**src/rtl/crc_stream_pkg.sv**
```systemverilog
package crc_stream_pkg;
  typedef enum logic {
    MODE_PASS   = 1'b0,
    MODE_APPEND = 1'b1
  } out_mode_e;
endpackage

```
**src/rtl/crc_len_mask.sv**
```systemverilog
module crc_len_mask #(
  parameter int CRC_W = 16,
  localparam int LW = $clog2(CRC_W)
) (
  input  logic [LW-1:0]    len_m1,
  output logic [CRC_W-1:0] mask
);
  for (genvar gi = 0; gi < CRC_W; gi++) begin : g_bit
    assign mask[gi] = (LW'(gi) <= len_m1);
  end
endmodule

```
**src/rtl/crc_bit_step.sv**
```systemverilog
module crc_bit_step #(
  parameter int CRC_W = 16,
  localparam int LW = $clog2(CRC_W)
) (
  input  logic [CRC_W-1:0] cur,
  input  logic [CRC_W-1:0] poly,
  input  logic [CRC_W-1:0] mask,
  input  logic [LW-1:0]    tap_idx,
  input  logic             din,
  output logic [CRC_W-1:0] nxt
);
  logic             fb;
  logic [CRC_W-1:0] shifted;

  always_comb begin
    fb      = cur[tap_idx] ^ din;
    shifted = {cur[CRC_W-2:0], 1'b0};
    nxt     = (fb ? (shifted ^ poly) : shifted) & mask;
  end
endmodule

```
**src/rtl/crc_byte_engine.sv**
```systemverilog
module crc_byte_engine #(
  parameter int CRC_W = 16,
  parameter int DW    = 8,
  localparam int LW = $clog2(CRC_W)
) (
  input  logic [CRC_W-1:0] cur,
  input  logic [CRC_W-1:0] poly,
  input  logic [CRC_W-1:0] mask,
  input  logic [LW-1:0]    tap_idx,
  input  logic [DW-1:0]    din,
  output logic [CRC_W-1:0] nxt
);
  logic [CRC_W-1:0] chain [DW+1];

  assign chain[0] = cur;

  for (genvar gs = 0; gs < DW; gs++) begin : g_step
    crc_bit_step #(.CRC_W(CRC_W)) i_step (
      .cur     (chain[gs]),
      .poly    (poly),
      .mask    (mask),
      .tap_idx (tap_idx),
      .din     (din[DW-1-gs]),
      .nxt     (chain[gs+1])
    );
  end

  assign nxt = chain[DW];
endmodule

```
**src/rtl/crc_stream_unit.sv**
```systemverilog
module crc_stream_unit #(
  parameter int CRC_W = 16,
  parameter int DW    = 8,
  localparam int LW = $clog2(CRC_W)
) (
  input  logic             clk,
  input  logic             rst_n,
  input  logic [CRC_W-1:0] cfg_poly,
  input  logic [LW-1:0]    cfg_len_m1,
  input  logic [CRC_W-1:0] cfg_seed,
  input  logic             cfg_append,
  input  logic             cfg_load,
  input  logic             in_valid,
  input  logic [DW-1:0]    in_data,
  output logic             in_ready,
  output logic             out_valid,
  output logic [DW-1:0]    out_data,
  input  logic             out_ready,
  output logic [CRC_W-1:0] crc_value
);
  import crc_stream_pkg::*;

  logic [CRC_W-1:0] len_mask;
  logic [CRC_W-1:0] stepped;
  logic [CRC_W-1:0] state_q, state_d;
  logic             state_en;
  logic             ov_q, ov_d;
  logic [DW-1:0]    od_q, od_d;
  logic             accept;
  out_mode_e        mode;

  crc_len_mask #(.CRC_W(CRC_W)) i_mask (
    .len_m1 (cfg_len_m1),
    .mask   (len_mask)
  );

  crc_byte_engine #(.CRC_W(CRC_W), .DW(DW)) i_engine (
    .cur     (state_q),
    .poly    (cfg_poly),
    .mask    (len_mask),
    .tap_idx (cfg_len_m1),
    .din     (in_data),
    .nxt     (stepped)
  );

  assign mode     = out_mode_e'(cfg_append);
  assign in_ready = !cfg_load && (!ov_q || out_ready);
  assign accept   = in_valid && in_ready;

  always_comb begin
    state_en = cfg_load || accept;
    state_d  = state_q;
    if (cfg_load) begin
      state_d = cfg_seed & len_mask;
    end else if (accept) begin
      state_d = stepped;
    end
  end

  always_comb begin
    ov_d = ov_q;
    od_d = od_q;
    if (accept) begin
      ov_d = 1'b1;
      od_d = (mode == MODE_APPEND) ? stepped[DW-1:0] : in_data;
    end else if (out_ready) begin
      ov_d = 1'b0;
    end
  end

  always_ff @(posedge clk or negedge rst_n) begin
    if (!rst_n) begin
      state_q <= '0;
    end else if (state_en) begin
      state_q <= state_d;
    end
  end

  always_ff @(posedge clk or negedge rst_n) begin
    if (!rst_n) begin
      ov_q <= 1'b0;
      od_q <= '0;
    end else begin
      ov_q <= ov_d;
      if (accept) begin
        od_q <= od_d;
      end
    end
  end

  assign out_valid = ov_q;
  assign out_data  = od_q;
  assign crc_value = state_q;
endmodule

```
**config.mk**
```make
export PLATFORM = sky130hd
export DESIGN_NAME = crc_stream_unit
export DESIGN_NICKNAME = d
export VERILOG_FILES = /design/src/rtl/crc_stream_pkg.sv /design/src/rtl/crc_len_mask.sv /design/src/rtl/crc_bit_step.sv /design/src/rtl/crc_byte_engine.sv /design/src/rtl/crc_stream_unit.sv
export SDC_FILE = /design/constraint.sdc
export NUM_CORES = 1
export LEC_CHECK = 0
export CORE_MARGIN = 10
export CORE_UTILIZATION = 50
export CTS_CLUSTER_DIAMETER = 150
export DETAILED_ROUTE_END_ITERATION = 10
export GPL_TIMING_DRIVEN = 0
export PLACE_DENSITY_LB_ADDON = 0.2
export RECOVER_POWER = 25
export SLEW_MARGIN = 20
export SYNTH_ARGS = -nofsm -noshare
export SYNTH_HDL_FRONTEND = slang
export SYNTH_SLANG_ARGS = --single-unit
```
**constraint.sdc**
```tcl
create_clock -name clk -period 20.3 [get_ports clk]
set_input_delay 4.06 -clock clk [delete_from_list [all_inputs] [get_ports clk]]
set_output_delay 4.06 -clock clk [all_outputs]
set_load 0.005 [all_outputs]
```
==> results of run 1 <==
## cell type report
class	count	area [µm²]	area share (%)
multi-input cells	916	5810	71.5
diodes	2	5.00	0.0615
inverters	17	63.8	0.785
plain buffers	82	637	7.83
flip-flops and latches	25	626	7.69
repair buffers	69	686	8.43
clock buffers	4	78.8	0.969
well taps	180	225	2.77
## power groups by stage
stage / combinational [µW] / clock [µW] / sequential, µW
finish: 433 / 43.8 / 70.9
floorplan: 291 / 0 / 67.9
global route: 458 / 45.8 / 72.2
detailed placement: 416 / 0 / 71.0
global placement: 416 / 0 / 71.1
CTS: 419 / 44.0 / 70.3
## worst max-delay path by stage
stage	start	end	slack (ns)	depth (start not counted)
floorplan	cfg_len_m1[1]	crc_value[6]$_DFFE_PN0P_	5.16	47
global placement	cfg_len_m1[3]	crc_value[6]$_DFFE_PN0P_	2.20	46
detailed placement	cfg_len_m1[3]	crc_value[6]$_DFFE_PN0P_	2.23	46
CTS	cfg_len_m1[3]	crc_value[6]$_DFFE_PN0P_	2.44	46
global route	cfg_len_m1[3]	out_data[1]$_DFFE_PN0P_	1.42	46
finish	cfg_len_m1[3]	out_data[1]$_DFFE_PN0P_	1.95	46
## cell families (layout without fill, tap and decap cells)
group | Yosys count | after routing | share of synthesized area, %
simple gates | 474 | 474 | 32.0
compound gates | 287 | 287 | 28.3
xor+xnor | 101 | 101 | 12.8
buf+inv | 99 | 172 | 9.83
mux | 54 | 54 | 8.32
flops | 25 | 25 | 8.78
other cells | 0 | 2 | 0
## per-stage QoR
stage	total power, µW	instances	utilization, %	worst slack (ns)
2_1_floorplan	359	1040	-	5.16
5_1_grt	576	1293	58.3	1.42
6_report	548	1295	58.4	1.95
4_1_cts	533	1293	58.3	2.44
3_3_place_gp	487	1288	57.7	2.20
3_5_place_dp	487	1289	57.7	2.23
## registers in the layout, indices dropped and copies added (netlist names)
signal     cells
crc_value     16
out_valid      1
out_data       8
## cell usage in the layout (no fill, tap or decap), drive strengths merged, types with 6 or more instances in the layout
master	count
a211oi	10
a21boi	10
a21oi	44
a22oi	7
a31oi	21
a32oi	8
and2	12
and3	8
buf	54
clkbuf	27
clkdlybuf4s50	67
dfrtp	25
inv	15
mux2	19
mux2i	33
nand2	166
nand2b	12
nand3	37
nand4	14
nor2	119
nor2b	6
nor3	32
nor3b	8
nor4	10
o211ai	15
o21a	17
o21ai	62
o22ai	11
o31ai	18
or2	14
or3	11
or4	6
xnor2	58
xor2	43
## critical path, delay by kind of cell
kind	cells	cell delay, ns
simple gates	14	4.91
mux	2	0.68
buf+inv	7	1.88
xor+xnor	5	1.70
compound gates	18	5.20
## metal layers
metal / GRT usage [%] / vias up / routed length [µm] / part of all wire (%)
met5: 0 / - / 0 / 0
met4: 16.5 / 0 / 2020 / 5.9
met3: 9.25 / 156 / 4710 / 14
met2: 49.1 / 664 / 14500 / 42
met1: 42.4 / 4058 / 13200 / 38
li1: - / 3927 / - / -
==> impl_metrics.env, run 1 <==
export IMPL_cts_resized=0
export IMPL_cts_tree="yes"
export IMPL_synth_area_leader_cell="dfrtp_1"
export IMPL_die_height_um=139
export IMPL_yosysWarningCount=0
export IMPL_internal_power_uw=256
export IMPL_worstPathMaxFanout=10
export IMPL_nets=1164
export IMPL_drcViolationCount=0
export IMPL_nFillCells=1425
export IMPL_tns_ns=0
export IMPL_cts_root_buf="clkbuf_16"
export IMPL_synth_most_common_cell="nand2_1"
export IMPL_worstReg2RegEnd="out_data[1]$_DFFE_PN0P_"
export IMPL_cts_setup_buffers=0
export IMPL_worst_setup_hold_path_clk_slew_ns=0.06
export IMPL_final_cell_area_um2=8130
export IMPL_initial_core_util_pct=51.2
export IMPL_maxSlewViolCount=0
export IMPL_power_density_nw_per_um2=67.4
export IMPL_grt_pass1_wl_um=50100
export IMPL_worstPathArrival_ns=18.47
export IMPL_ir_worst_vdd_mv=0.0585
export IMPL_synthesis_nets=1090
export IMPL_ys_ff_latch=25
export IMPL_synth_enable_flop_cells=0
export IMPL_ys_seq_area_share_pct=8.78
export IMPL_numClockSinks=25
export IMPL_slowest_stage="nor2_1"
export IMPL_grt_setup_unrepaired="no"
export IMPL_pwr_share_comb_pct=79.1
export IMPL_cts_buffer_depth=2
export IMPL_fp_row_count=43
export IMPL_critPathKind="input pin to flip-flop"
export IMPL_skew_ns=0.00294
export IMPL_port_buffers=68
export IMPL_switching_share_pct=53.3
export IMPL_synthArstFlopShare_pct=100
export IMPL_worst_slew_pin_slew_ns=1.36
export IMPL_syn_to_final_growth_pct=14.1
export IMPL_reg2reg_setup_slack_ns=6.37
export IMPL_vias=8805
export IMPL_clock_latency_ns=0.25
export IMPL_netlist_area_leader_share_pct=8.78
export IMPL_worst_path_most_repeated_cell="nand3_1"
export IMPL_detail_route_vias_per_cell=6.80
export IMPL_power_switching_uw=292
export IMPL_synth_area_um2=7130
export IMPL_pwr_share_clk_pct=8.0
export IMPL_seqPwrFrac_pct=12.9
export IMPL_netlist_instances=1040
export IMPL_track_usage_pct=32.9
export IMPL_globalplace_congestion=1.05
export IMPL_min_path_cells=1
export IMPL_synth_area_leaders="dfrtp_1, nand2_1, xnor2_1"
export IMPL_startpoint_type="input pin"
export IMPL_hold_slack_ns=0.506
export IMPL_max_freq_ghz=0.0545
export IMPL_p_leak_uw=0.00308
export IMPL_synth_area_per_cell_um2=6.86
export IMPL_holdCritPathClass="flip-flop to flip-flop"
export IMPL_r2r_start="crc_value[8]$_DFFE_PN0P_"
export IMPL_placed_cell_area_um2=8050
export IMPL_firstDrtPassIters=6
export IMPL_drtIter0Drc=1435
export IMPL_drive_gt1_share_pct=10.7
export IMPL_ant_nets=0
export IMPL_critPathMaxStageDelay_ns=0.74
export IMPL_relSlewSlack_pct=9.59
export IMPL_ys_top_cells_by_count="nand2_1, nor2_1, xnor2_1"
export IMPL_postCtsHoldBufs=0
export IMPL_setup_viol=0
export IMPL_antenna_found_initial=0
export IMPL_synth_main_ff_cell="dfrtp_1"
export IMPL_ioPinCount=76
export IMPL_overflow=0
export IMPL_dpl_hpwl_um=26200
export IMPL_grt_max_degree=26
export IMPL_status="finished clean"
export IMPL_htreeDepth=1
export IMPL_synth_cell_types=104
export IMPL_postRouteWirelength_um=34400
export IMPL_end_kind="flip-flop"
export IMPL_reg2reg_depth=47
export IMPL_hp_start="out_data[0]$_DFFE_PN0P_"
export IMPL_critical_path_required_ns=20.42
export IMPL_drv_cap=0
export IMPL_wl_per_cell_um=26.6
export IMPL_hold_viol=0
export IMPL_die_w_um=139
export IMPL_period_share_pct=90.4
export IMPL_dieArea_um2=19400
export IMPL_timing_final_crit_period_ns=18.35
export IMPL_worstHoldEndpoint="out_data[0]$_DFFE_PN0P_"
export IMPL_core_um2=13900
export IMPL_cts_made_buffers=3
export IMPL_grt_pass1_vias=7944
(Power assumes the default switching activity.)
==> run 2: changes to the inputs <==
- SYNTH_HIERARCHICAL: not set -> 1
==> impl_metrics.env, run 2 <==
export IMPL_status="finished clean"
export IMPL_critical_path_required_ns=20.48
export IMPL_power_switching_uw=250
export IMPL_nFillCells=1716
export IMPL_synthesis_nets=1284
export IMPL_largest_register_ffs=16
export IMPL_internal_power_uw=253
export IMPL_startpoint_type="input pin"
export IMPL_synth_enable_flop_cells=0
export IMPL_drive_gt1_share_pct=8.96
export IMPL_p_leak_uw=0.00391
export IMPL_drv_cap=0
export IMPL_synth_cell_types=43
export IMPL_pwr_share_comb_pct=78.3
export IMPL_ys_top_cells_by_count="nand2_1, mux2i_1, nand2b_1"
export IMPL_skew_ns=0.00207
export IMPL_cts_setup_buffers=0
export IMPL_synthArstFlopShare_pct=100
export IMPL_pwr_share_clk_pct=8.5
export IMPL_synth_area_um2=9120
export IMPL_synth_most_common_cell="nand2_1"
export IMPL_core_um2=18000
export IMPL_synth_main_ff_cell="dfrtp_1"
export IMPL_holdCritPathClass="flip-flop to flip-flop"
export IMPL_detail_route_vias_per_cell=6.86
export IMPL_htreeDepth=1
export IMPL_mostFrequentLayoutCell="nand2_1"
export IMPL_wl_per_cell_um=22.2
export IMPL_switching_share_pct=49.7
export IMPL_netlist_instances=1234
export IMPL_ant_nets=0
export IMPL_fp_row_count=49
export IMPL_setup_viol=0
export IMPL_critPathKind="input pin to flip-flop"
export IMPL_mostFrequentLayoutCells="nand2_1, mux2i_1, nand2b_1"
export IMPL_firstDrtPassIters=6
export IMPL_relSlewSlack_pct=12.0
export IMPL_max_freq_ghz=0.0514
export IMPL_hold_viol=0
export IMPL_track_usage_pct=26.9
export IMPL_netlist_area_leader_share_pct=15.8
export IMPL_worst_path_most_repeated_cell="mux2i_1"
export IMPL_grt_max_degree=83
export IMPL_antenna_cells=0
export IMPL_maxSlewViolCount=0
export IMPL_critPathMaxStageDelay_ns=0.56
export IMPL_cts_made_buffers=3
export IMPL_drcViolationCount=0
export IMPL_grt_pass1_wl_um=53000
export IMPL_globalplace_congestion=0.931
export IMPL_hold_slack_ns=0.534
export IMPL_numClockSinks=25
export IMPL_die_w_um=155
export IMPL_yosysWarningCount=6
export IMPL_cts_tree="yes"
export IMPL_vias=10600
export IMPL_slowest_stage="dlymetal6s2s_1"
export IMPL_cts_buffer_depth=2
export IMPL_power_uw=503
export IMPL_worst_slew_pin_slew_ns=1.32
export IMPL_dpl_hpwl_um=24300
export IMPL_synth_area_leaders="mux2i_1, o211ai_1, nand2b_1"
export IMPL_period_share_pct=95.9
export IMPL_grt_pass1_vias=9386
export IMPL_ir_worst_vdd_mv=0.0523
export IMPL_power_density_nw_per_um2=48.9
export IMPL_initial_core_util_pct=50.8
export IMPL_syn_to_final_growth_pct=12.8
export IMPL_grt_setup_unrepaired="no"
export IMPL_timing_final_crit_period_ns=19.47
export IMPL_ys_seq_area_share_pct=6.86
export IMPL_die_height_um=155
export IMPL_cts_root_buf="clkbuf_16"
export IMPL_cp_num_buf_inv=10
export IMPL_clock_latency_ns=0.25
export IMPL_drtIter0Drc=1177
export IMPL_worstPathArrival_ns=19.65
export IMPL_synth_area_per_cell_um2=7.39
export IMPL_worstPathMaxFanout=14
export IMPL_seqPwrFrac_pct=13.2
export IMPL_ys_ff_latch=25
export IMPL_worst_setup_hold_path_clk_slew_ns=0.06
export IMPL_nets=1368
export IMPL_overflow=0
export IMPL_crit_family="multiplexers"
export IMPL_ioPinCount=76
export IMPL_end_kind="flip-flop"
export IMPL_postRouteWirelength_um=34400
export IMPL_antenna_found_initial=0
export IMPL_port_buffers=74
export IMPL_synth_area_leader_cell="mux2i_1"
export IMPL_dieArea_um2=24000
==> run 2: changes by cell type after synthesis, moves of 41 or more <==
cell      change
inv_1       +107
nand4_1     +106
xor2_1       -41
nand2b_1    +118
nor2_1      -107
xnor2_1      -56
o211ai_1    +105
mux2i_1     +111
o311ai_1     +79
==> run 2: metal layers <==
metal | wire, µm | vias up | global-route usage (%)
met5 | 0 | - | 0
met4 | 1440 | 0 | 9.27
met3 | 3330 | 98 | 3.34
met2 | 15100 | 610 | 41.9
met1 | 14500 | 4965 | 37.2
li1 | - | 4932 | -
==> run 2: power by group through the flow <==
stage	combinational, µW	clock [µW]	sequential, µW
finish	394	42.9	66.4
global route	425	45.4	67.5
floorplan	267	0	65.1
global placement	380	0	67.1
CTS	388	43.4	66.1
detailed placement	386	0	66.6
==> run 2: stage by stage <==
step / instances / cell area [µm²] / setup TNS (ns) / util, % / worst slack, ns
global placement: 1537 / 10100 / -14.83 / 56.5 / -0.789
floorplan: 1234 / 9120 / 0 / - / 4.03
detailed placement: 1542 / 10200 / 0 / 56.9 / 0.439
finish: 1546 / 10300 / 0 / 57.3 / 0.826
CTS: 1546 / 10300 / 0 / 57.3 / 0.698
global route: 1546 / 10300 / 0 / 57.3 / 0.0591
==> run 2: final timing paths <==
kind | to | cells after the start | from | slack [ns]
setup / recovery | out_data[5]$_DFFE_PN0P_ | 52 | cfg_len_m1[0] | 0.83
hold / removal | out_data[7]$_DFFE_PN0P_ | 2 | out_data[7]$_DFFE_PN0P_ | 0.53
setup reg to reg | out_data[5]$_DFFE_PN0P_ | 50 | crc_value[5]$_DFFE_PN0P_ | 5.00
hold reg to reg | out_data[7]$_DFFE_PN0P_ | 2 | out_data[7]$_DFFE_PN0P_ | 0.53
max in group asynchronous | crc_value[15]$_DFFE_PN0P_ | 1 | rst_n | 15.44
min in group asynchronous | out_data[7]$_DFFE_PN0P_ | 1 | rst_n | 4.08
==> run 2: cell type report <==
| cell class | instances | area [µm²] | share of cell area, % |
|---|---|---|---|
| repair buffers | 79 | 791 | 7.69 |
| multi-input cells | 995 | 7520 | 73.2 |
| plain buffers | 92 | 522 | 5.07 |
| flip-flops and latches | 25 | 626 | 6.08 |
| well taps | 229 | 287 | 2.79 |
| inverters | 122 | 458 | 4.45 |
| clock buffers | 4 | 78.8 | 0.766 |
==> run 2: worst register-to-register path: cells and delay by family (launching register included) <==
kind            cells  cell delay, ns
buf+inv             8            1.89
flops               1            0.44
mux                23            7.85
simple gates        2            0.30
xor+xnor            6            0.96
compound gates     11            3.83
==> run 2: cell families after synthesis <==
family / after synthesis / share of synthesized area [%]
DFF: 25 / 6.86
other: 1 / 0.0411
xor gates and xnor gates: 8 / 2.41
AOI/OAI and AO/OA: 328 / 28.6
and+or+nand+nor: 474 / 28.3
muxes: 184 / 23.0
buffers and inverters: 214 / 10.7
==> run 2: repair_timing <==
| action | 4_1_cts | 5_1_grt |
|---|---|---|
| endpoints found under the setup margin | 0 | 17 |
| gates resized for setup | 0 | 1 |
| hold buffers | 0 | 0 |
==> run 3: changes to the inputs <==
- DONT_BUFFER_PORTS: not set -> 1
==> impl_metrics.env, run 3 (same netlist as run 2, synthesis figures left out) <==
export IMPL_worstHoldEndpoint="out_data[4]$_DFFE_PN0P_"
export IMPL_vias=10300
export IMPL_dieArea_um2=24000
export IMPL_track_usage_pct=27.0
export IMPL_core_um2=18000
export IMPL_nets=1292
export IMPL_grt_pass1_vias=9206
export IMPL_syn_to_final_growth_pct=4.61
export IMPL_holdCritPathClass="flip-flop to flip-flop"
export IMPL_clock_latency_ns=0.26
export IMPL_top_usage_layer="met2"
export IMPL_use_met3_pct=5.79
export IMPL_ioPinCount=76
export IMPL_placed_cell_area_um2=9460
export IMPL_mostFrequentLayoutCell="nand2_1"
export IMPL_r2r_start="crc_value[5]$_DFFE_PN0P_"
export IMPL_initial_core_util_pct=50.8
export IMPL_relSlewSlack_pct=22.1
export IMPL_skew_ns=0.00270
export IMPL_die_w_um=155
export IMPL_htreeDepth=1
export IMPL_ant_nets=0
export IMPL_grtUsageMet1_pct=35.5
export IMPL_hold_viol=0
export IMPL_setup_viol=0
export IMPL_drtIter0Drc=1195
export IMPL_die_height_um=155
export IMPL_fp_row_count=49
export IMPL_slowest_stage="a22oi_1"
export IMPL_critPathMaxStageDelay_ns=0.59
export IMPL_largest_register_ffs=16
export IMPL_overflow=0
export IMPL_maxSlewViolCount=0
export IMPL_postCtsHoldBufs=0
export IMPL_min_path_cells=2
export IMPL_cts_tree="yes"
export IMPL_grt_setup_unrepaired="no"
export IMPL_end_kind="flip-flop"
export IMPL_timing_final_crit_period_ns=18.49
export IMPL_final_core_util_pct=53.1
export IMPL_cts_buffer_depth=2
export IMPL_port_buffers=0
export IMPL_reg2reg_depth=49
export IMPL_worst_path_most_repeated_cell="mux2i_1"
export IMPL_cts_root_buf="clkbuf_16"
export IMPL_cts_resized=0
export IMPL_globalplace_congestion=0.914
export IMPL_met2_usage_pct=41.6
export IMPL_drcViolationCount=0
export IMPL_p_leak_uw=0.00359
export IMPL_startpoint_type="input pin"
export IMPL_worstPathMaxFanout=14
export IMPL_worst_slew_pin_slew_ns=1.17
export IMPL_worstPathArrival_ns=18.68
export IMPL_power_density_nw_per_um2=47.9
export IMPL_cts_made_buffers=3
export IMPL_final_cell_area_um2=9540
export IMPL_detail_route_vias_per_cell=7.02
export IMPL_worst_setup_hold_path_clk_slew_ns=0.06
export IMPL_ir_worst_vdd_mv=0.0626
export IMPL_grt_max_degree=83
export IMPL_nFillCells=1779
export IMPL_firstDrtPassIters=6
export IMPL_drive_gt1_share_pct=8.94
export IMPL_period_share_pct=91.1
export IMPL_hold_slack_ns=0.578
export IMPL_status="finished clean"
export IMPL_tns_ns=0
export IMPL_mostFrequentLayoutCells="nand2_1, mux2i_1, nand2b_1"
export IMPL_hp_start="out_data[4]$_DFFE_PN0P_"
export IMPL_critPathKind="input pin to flip-flop"
export IMPL_max_freq_ghz=0.0541
export IMPL_grt_pass1_wl_um=52800
export IMPL_numClockSinks=25
export IMPL_critical_path_required_ns=20.49
export IMPL_dpl_hpwl_um=23900
export IMPL_drv_cap=0
export IMPL_postRouteWirelength_um=34500
export IMPL_antenna_found_initial=1
export IMPL_worstReg2RegEnd="out_data[6]$_DFFE_PN0P_"
export IMPL_reg2reg_setup_slack_ns=5.25
export IMPL_cts_setup_buffers=0
export IMPL_wl_per_cell_um=23.4
[run 3: cell types whose count changed in the layout (fill, tap and decap cells not counted), sizes merged]
| cell | delta |
|---|---|
| clkdlybuf4s50 | -66 |
| buf | -8 |
| clkbuf | -2 |
| dlymetal6s2s | -1 |
| diode | +1 |
| clkinvlp | +1 |
[run 3: critical path: cells and delay by family]
family | cells | cell delay (ns)
multiplexers | 22 | 7.19
buffers and inverters | 8 | 1.99
AO/OA/AOI/OAI | 12 | 4.16
XOR/XNOR | 5 | 0.80
AND/OR/NAND/NOR | 3 | 0.46
[run 3: final cells by class]
| cell class | instances | area (µm²) | share of cell area [%] |
|---|---|---|---|
| Antenna cell | 1 | 2.50 | 0.0262 |
| Buffer | 92 | 522 | 5.47 |
| Multi-Input combinational cell | 995 | 7520 | 78.9 |
| Clock buffer | 3 | 75.1 | 0.787 |
| Sequential cell | 25 | 626 | 6.56 |
| Clock inverter | 1 | 7.51 | 0.0787 |
| Inverter | 122 | 458 | 4.80 |
| Timing Repair Buffer | 3 | 41.3 | 0.433 |
| Tap cell | 229 | 287 | 3.00 |
[run 3: worst max path at each step]
stage	to	from
finish	out_data[6]$_DFFE_PN0P_	cfg_len_m1[0]
global route	out_data[6]$_DFFE_PN0P_	cfg_len_m1[0]
CTS	out_data[6]$_DFFE_PN0P_	cfg_len_m1[0]
detailed placement	out_data[6]$_DFFE_PN0P_	cfg_len_m1[0]
global placement	out_data[3]$_DFFE_PN0P_	cfg_len_m1[0]
floorplan	crc_value[5]$_DFFE_PN0P_	cfg_len_m1[0]
[run 3: layer usage]
metal,part of all wire [%],up-vias
met4,4.0,0
met2,44,564
met1,41,4872
met5,0,-
met3,11,89
li1,-,4798
[run 3: report_power, final]
part           internal [µW]  switching (µW)  total, µW
logic                    147             196        343
clock network           26.8            18.0       44.8
registers               57.7            11.9       69.6
[run 3: per-stage QoR]
step / setup WS (ns) / std cells / power (µW)
2_1_floorplan: 4.03 / 1234 / 332
3_3_place_gp: 1.87 / 1463 / 400
3_5_place_dp: 1.86 / 1466 / 404
4_1_cts: 2.13 / 1470 / 450
5_1_grt: 1.15 / 1471 / 488
6_report: 1.81 / 1471 / 457
